### config.mk
export PLATFORM = sky130hd
export DESIGN_NAME = rx_dma_writer
export DESIGN_NICKNAME = d
export VERILOG_FILES = /design/src/rtl/rx_dma_writer.sv
export SDC_FILE = /design/constraint.sdc
export NUM_CORES = 1
export LEC_CHECK = 0
export ABC_AREA = 1
export ABC_CLOCK_PERIOD_IN_PS = 3000
export BUFFER_PORTS_ARGS = -buffer_cell sky130_fd_sc_hd__buf_2
export CAP_MARGIN = 20
export CORE_UTILIZATION = 40
export DETAILED_ROUTE_END_ITERATION = 10
export GPL_ROUTABILITY_DRIVEN = 0
export GPL_TIMING_DRIVEN = 0
export SLEW_MARGIN = 20
export SYNTH_ARGS = -nofsm -noshare
export SYNTH_HDL_FRONTEND = slang
export SYNTH_SLANG_ARGS = --single-unit
### constraint.sdc
create_clock -name clk -period 3 [get_ports clk]
set_input_delay 0.45 -clock clk [delete_from_list [all_inputs] [get_ports clk]]
set_output_delay 0.45 -clock clk [all_outputs]
set_load 0.01 [all_outputs]
### src/rtl/rx_dma_writer.sv
module rx_dma_writer #(
  parameter int BLW = 6,
  parameter int SZW = 11,
  parameter int CHAIN_BIT = 24
) (
  input  logic           clk,
  input  logic           rst_n,
  input  logic           grant,
  input  logic           ds_valid,
  input  logic [31:0]    ds_addr,
  input  logic [BLW-1:0] burst_limit,
  output logic           ds_done,
  output logic           miss_inc,
  output logic           fifo_rd,
  input  logic           fifo_empty,
  input  logic           fifo_aempty,
  input  logic [31:0]    fifo_data,
  input  logic           fifo_sof,
  input  logic           fifo_eof,
  input  logic           fifo_err,
  output logic [1:0]     m_cmd,
  output logic [31:0]    m_addr,
  output logic [31:0]    m_wdata,
  output logic           m_last,
  input  logic [31:0]    s_rdata,
  input  logic           s_valid,
  input  logic           s_err
);
  localparam int WW = SZW - 2;

  typedef enum logic [2:0] {S_IDLE, S_RDDS, S_PAUSE, S_WR, S_STAT, S_WBDS} st_t;

  st_t            st;
  logic [1:0]     rcnt;
  logic           chain, second, final_seg, err_seen;
  logic [WW-1:0]  sz1, sz2, left;
  logic [31:0]    b1, b2, addr, stat;
  logic [BLW-1:0] bcnt;

  wire use2      = !second && !chain && (sz2 != '0);
  wire burst_end = fifo_eof || fifo_aempty || (left == WW'(1)) ||
                   (BLW'(bcnt + 1'b1) == burst_limit);
  wire discard   = (st == S_IDLE) && !ds_valid && !fifo_empty;
  wire [31:0] wb = final_seg ? {1'b0, stat[16] | err_seen, 1'b1, stat[28:0]}
                             : {1'b0, err_seen, 30'b0};

  assign miss_inc = discard && fifo_sof;
  assign ds_done  = (st == S_WBDS) && s_valid;
  assign fifo_rd  = discard || ((st == S_WR) && s_valid) ||
                    ((st == S_STAT) && !fifo_empty);

  always_comb begin
    m_cmd = 2'd0; m_addr = '0; m_wdata = '0; m_last = 1'b0;
    case (st)
      S_RDDS: begin
        m_cmd  = 2'd2;
        m_addr = ds_addr + 32'({rcnt + 2'd1, 2'b00});
        m_last = (rcnt == 2'd2);
      end
      S_WR: begin
        m_cmd = 2'd1; m_addr = addr; m_wdata = fifo_data; m_last = burst_end;
      end
      S_WBDS: begin
        m_cmd = 2'd1; m_addr = ds_addr; m_wdata = wb; m_last = 1'b1;
      end
      default: ;
    endcase
  end

  always_ff @(posedge clk or negedge rst_n) begin
    if (!rst_n) begin
      st <= S_IDLE; rcnt <= '0; chain <= 1'b0; second <= 1'b0;
      final_seg <= 1'b0; err_seen <= 1'b0; sz1 <= '0; sz2 <= '0;
      left <= '0; b1 <= '0; b2 <= '0; addr <= '0; stat <= '0; bcnt <= '0;
    end else begin
      case (st)
        S_IDLE:
          if (ds_valid && !fifo_empty && grant) begin
            st <= S_RDDS; rcnt <= '0; err_seen <= 1'b0;
          end
        S_RDDS:
          if (s_valid) begin
            err_seen <= err_seen | s_err;
            rcnt <= rcnt + 2'd1;
            case (rcnt)
              2'd0: begin
                sz1   <= s_rdata[SZW-1:2];
                sz2   <= s_rdata[2*SZW-1:SZW+2];
                chain <= s_rdata[CHAIN_BIT];
              end
              2'd1: b1 <= s_rdata;
              default: begin
                b2 <= s_rdata; addr <= b1; left <= sz1; second <= 1'b0;
                st <= S_PAUSE;
              end
            endcase
          end
        S_PAUSE:
          if (!ds_valid) st <= S_IDLE;
          else if (!fifo_empty && grant) begin
            st <= S_WR; bcnt <= '0;
          end
        S_WR:
          if (s_valid) begin
            err_seen <= err_seen | s_err | fifo_err;
            addr <= addr + 32'd4;
            left <= left - WW'(1);
            bcnt <= bcnt + 1'b1;
            if (burst_end) begin
              if (fifo_eof) st <= S_STAT;
              else if (left == WW'(1)) begin
                if (use2) begin
                  second <= 1'b1; addr <= b2; left <= sz2; st <= S_PAUSE;
                end else begin
                  final_seg <= 1'b0; st <= S_WBDS;
                end
              end else st <= S_PAUSE;
            end
          end
        S_STAT:
          if (!fifo_empty) begin
            stat <= fifo_data; final_seg <= 1'b1; st <= S_WBDS;
          end
        S_WBDS:
          if (s_valid) st <= S_IDLE;
        default: st <= S_IDLE;
      endcase
    end
  end

  p_rd_nonempty_r8: assert property (@(posedge clk) disable iff (!rst_n)
    fifo_rd |-> !fifo_empty);
  p_miss_quiet_r8: assert property (@(posedge clk) disable iff (!rst_n)
    miss_inc |-> (m_cmd == 2'd0) && fifo_rd);
  p_done_idle_r7: assert property (@(posedge clk) disable iff (!rst_n)
    ds_done |=> (m_cmd == 2'd0));
  p_pause_drop_r4: assert property (@(posedge clk) disable iff (!rst_n)
    (st == S_PAUSE && !ds_valid) |=> (st == S_IDLE));
  p_burst_cap_r3: assert property (@(posedge clk) disable iff (!rst_n)
    (st == S_WR && s_valid && burst_limit != '0) |-> (bcnt < burst_limit));
  p_rd_last_r2: assert property (@(posedge clk) disable iff (!rst_n)
    (st == S_RDDS && s_valid && m_last) |=> (st == S_PAUSE));
  p_aempty_last_r6: assert property (@(posedge clk) disable iff (!rst_n)
    (st == S_WR && fifo_aempty) |-> m_last);
endmodule

Word level (Yosys, flattened, before mapping)

Cells that the tools add are included.

Word-level logic and storage cells: 148
Bits in registers: 167
Bits of input ports: 113
Output and inout bits: 70

Reductions and logical operators: 41
Bitwise gates (word level): 5
Eq/ne operators: 23
$add $sub $neg: 5
Muxes and demuxes: 60

Operators with widths:

| kind                  | count |
|---|---|
| $mux 32               | 7 |
| $pmux 32 s2           | 2 |
| $pmux 32 s3           | 1 |
| $mux 9                | 7 |
| $mux 3                | 12 |
| $add 32x3->32 const B | 1 |
| $add 32x4->32         | 1 |
| $mux 31               | 1 |
| $ne 2x2->1 const B    | 12 |
| $mux 6                | 3 |
| $pmux 3 s6            | 1 |
| $pmux 9 s2            | 1 |
| $mux 1                | 16 |
| $reduce_and 8->1      | 2 |
| $pmux 6 s2            | 1 |
| $reduce_and 3->1      | 4 |
| $reduce_and 4->1      | 3 |
| $logic_and 1x1->1     | 11 |
| $eq 9x1->1 const B    | 1 |
| $reduce_bool 9->1     | 1 |
| $sub 9x1->9 const B   | 1 |
| $pmux 2 s2            | 2 |
| $reduce_bool 2->1     | 4 |
| $reduce_and 7->1      | 1 |
| 22 further kinds      | 38 |

Longest topological paths before layout

Depth in word-level cells: 9
Mapped depth: 15
Mapped depth without buffers: 15

Worst setup path after synthesis

Ideal clock, no wire load.

Kind: reg2out
From: register rcnt[0]
To: output m_addr[20]
Arrival: 2.306 ns
Stages on the path, launching flop included: 15
Setup slack: 0.244 ns
Path buffers: 0
Required time: 2.550 ns
Cell sequence: dfrtp_1 -> inv_1 -> ha_1 -> inv_1 -> fa_1 -> inv_1 -> nand2_1 -> nor2_1 -> nand2_1 -> nor2_1 -> nand3_1 -> inv_1 -> nand2_1 -> o21ai_0 -> o21bai_1

Word-level cells in the longest chain between the ends: 3

RTL lines:

| element                | RTL line | text |
|---|---|---|
| start, declared        | 34       | `logic [1:0] rcnt;` |
| start signal, assigned | 84       | `rcnt <= rcnt + 2'd1;` |
| $add 2x1->2            | 57       | `m_addr = ds_addr + 32'({rcnt + 2'd1, 2'b00});` |
| $add 32x4->32          | 57       |  |
| $pmux 32 s3            | 54       | `case (st)` |
| end, declared          | 22       | `output logic [31:0] m_addr,` |

Every way passes these cells.

Final worst setup path

From: register rcnt[0]
To: output m_addr[23]

Same word-level chain as after synthesis.

==> flow_summary_export.csv <==
group,metric,value,unit
outcome,status,"finished, violations left",
outcome,violations,"negative setup slack",
critical_path,arrival,2770,ps
synthesis,synth_cells,1497,
drt,dr.first_iter.drc_count,889,
drt,viasPerCell,5.269,
synthesis,syn_nets,1620,
critical_path,start_kind,"register",
clocking,numCtsBuffers,17,
synthesis,synth_fa_ha_area_share,1.293,%
timing,rsz0062_at_grt,"true",
global_routing,track_usage,28.00,%
synthesis,synth_top_family_by_area,"simple AND/OR/NAND/NOR gates",
drt,route.vias.total,10897,
timing,drv_slew,0,
synthesis,synth_compound_area_share,14.46,%
drt,first_pass_iters,5,
floorplanning,start_util,40.73,%
synthesis,yosysWarnings,0,
synthesis,synth_xor_area_share,1.964,%
floorplanning,dieArea,26280,sq um
drt,wl_met1,16230,um
critical_path,crit_type,"register to output port",
drt,top_layer,"met4",
floorplanning,dieWidth,162.1,um
critical_path,end_kind,"output port",
clocking,worst_skew_pair.late_latency,440,ps
cells_and_area,layout.nets,1848,
cells_and_area,fillers,2593,
synthesis,synth_edf_count,0,
placement,dpl.cell_count,2010,
timing,min_period_over_period,107.2,%
synthesis,muxShareOfSynthArea,0,%
timing,worst_pin_slew,720.3,ps
synthesis,async_flop_share,100.0,%
timing,setup_tns,-1821,ps
timing,fmax,0.3110,GHz
job,cap_violations,0,
drt,route.detailed.drc,0,
synthesis,syn_area_per_cell,6.851,sq um
synthesis,yosys_register_bits,167,
power,intPower,6472,uW
global_routing,grt_overflow,0,
drt,wl_met2,17220,um
clocking,clkTransAtPathRegs,70,ps
clocking,postCtsHoldBufs,0,
floorplanning,die_h,162.1,um
min_path,hold_path_class,"input pin to asynchronous set/reset pin",
cells_and_area,stdcell_count,2068,
critical_path,worst_ep_required_time,2550,ps
cells_and_area,seq_area,4179,sq um
timing,slew_headroom,51.98,%
drt,routedWlPerCell,17.87,um
synthesis,yosys.cell_types.count,46,
global_routing,antenna_found_initial,0,
critical_path,cp_max_fo,4,
clocking,cts-root-buf,"clkbuf_16",
synthesis,yosysSeqAreaShare,40.75,%
global_routing,grt_max_degree,93,
power,peakVddDrop,420.4,uV
power,p_switching,5317,uW
synthesis,yosysTopAreaCellShare,40.75,%
cells_and_area,multi_input_area,5274,sq um
timing,fin_ws,-215.3,ps
placement,portBuffers,182,
clocking,htree_num_levels,4,
drt,wl,36950,um
power,cellPowerDensity,927.4,nW/um^2
timing,hold_viol_final,0,
global_routing,grt_pass1_vias,10053,
global_routing,grt_first_pass_wirelength,56480,um
cells_and_area,layout_common_cells,"nand2_1 (468), buf_2 (193), inv_1 (192), dfrtp_1 (167), o21ai_0 (137)",
timing,final.min_clock_period,3215,ps
power,p_comb_share,46.4,%
drt,ant_nets,0,
cells_and_area,syn_to_final_growth,23.95,%
placement,hpwl,27640,um
timing,setup_viol,21,
cells_and_area,layout_commonest_cell,"nand2_1",
power,swShare,45.10,%
synthesis,synthFlopType,"dfrtp_1",
floorplanning,boundaryPins,183,
floorplanning,rows,58,
power,pwr-share-seq,34.0,%
cells_and_area,antenna_cells,0,
clocking,cts_tree,"built",
cells_and_area,drive_gt1_share,19.85,%
floorplanning,design.core.area,25180,sq um
synthesis,yosys.area.top_type,"dfrtp_1",
drt,met3WireLength,2561,um
synthesis,netlist_area,10260,sq um
power,clockPowerShare,19.5,%
clocking,cts.sinks,167,
timing,fin_skew,15.19,ps
power,leakage,0.006530,uW
synthesis,synth-simple-area-share,31.19,%
synthesis,synth.area.top_cells,"dfrtp_1 (41%), nand2_1 (17%), inv_1 (7.3%)",
clocking,cts_buffer_depth,2,
## through the flow
stage	util, %	cell area, sq um	setup WS [ps]	power, uW	hold WS [ps]
2_1_floorplan	-	10260	243.9	7207	154.4
3_3_place_gp	45.99	11580	-1273	8942	466.8
3_5_place_dp	46.13	11620	-493.0	9032	473.0
4_1_cts	49.71	12520	-158.9	11590	58.00
5_1_grt	50.48	12710	-314.9	12630	81.80
6_report	50.48	12710	-215.3	11790	19.43
## kinds of logic after synthesis
logic type / after synthesis
buffers and inverters: 265
AOI/OAI and AO/OA: 273
DFF: 167
adders and majority gates: 10
xor gates and xnor gates: 23
and+or+nand+nor: 759
## power groups by stage
| stage | registers [uW] | logic (uW) | clock network, uW |
|---|---|---|---|
| final | 4010 | 5470 | 2300 |
| after detailed placement | 4020 | 5010 | 0 |
| after global placement | 4000 | 4940 | 0 |
| after floorplan | 3800 | 3400 | 0 |
| after global routing | 4130 | 6100 | 2400 |
| after CTS | 3980 | 5280 | 2330 |
## critical path: stages (launching register included)
cell and delay (ps):
dfrtp_1 400, inv_2 100, ha_4 220, buf_4 140, ha_4 260, nand3_2 70
nand2_4 100, nand2_4 80, nor2_4 170, nand3_2 120, o21ai_0 240, nand3_1 140
o221ai_2 120, buf_2 170
## synth_stat cells (2+ instances only)
cell type,instances
a211oi_1,2
a21oi_1,58
a22o_1,2
buf_2,12
buf_4,8
buf_6,2
clkbuf_1,35
dfrtp_1,167
ha_1,9
inv_1,200
inv_2,4
inv_4,2
nand2_1,476
nand2_2,2
nand3_1,109
nand3b_1,7
nand4_1,13
nor2_1,100
nor2_2,5
nor2_8,3
nor3_1,31
nor4_1,5
o211ai_1,5
o21ai_0,147
o21ai_1,26
o21bai_1,5
o221ai_1,15
o22ai_1,8
xnor2_1,2
xor2_1,21
## area by class of cell
type | instances | area share (%)
Multi-Input combinational cell | 1065 | 41.49
Sequential cell | 167 | 32.87
Timing Repair Buffer | 209 | 9.232
Inverter | 207 | 6.161
Clock buffer | 19 | 3.406
Tap cell | 330 | 3.248
Buffer | 58 | 2.313
Clock inverter | 13 | 1.280
## routing by layer
| metal | track usage [%] | up-vias |
|---|---|---|
| li1 | - | 5278 |
| met1 | 37.18 | 5101 |
| met2 | 46.47 | 456 |
| met3 | 4.316 | 62 |
| met4 | 9.391 | 0 |
| met5 | 0 | - |
## final timing paths
check                       startpoint    endpoint  slack, ps  depth (start not counted)
max                            rcnt[0]  m_addr[23]       -220                         13
min                              rst_n     bcnt[5]         20                          1
max reg2reg                    left[6]    addr[18]        670                         11
min reg2reg                    stat[5]     stat[5]        490                          2
max in group asynchronous        rst_n      b1[20]       2100                          2
min in group clk           s_rdata[22]      b2[22]        260                          3
## timing repair
action | CTS | global route
buffers inserted | 17 | 9
endpoints found under the setup margin | 63 | 32
pin swaps | 15 | 24
gates resized for setup | 53 | 41
## sequential cells by signal (all words and copies together) (netlist names)
name	cells
addr	32
b1	32
b2	32
bcnt	6
chain	1
err_seen	1
final_seg	1
left	9
rcnt	2
second	1
st	3
stat	29
sz1	9
sz2	9
Power figures use the tool's default switching activity.
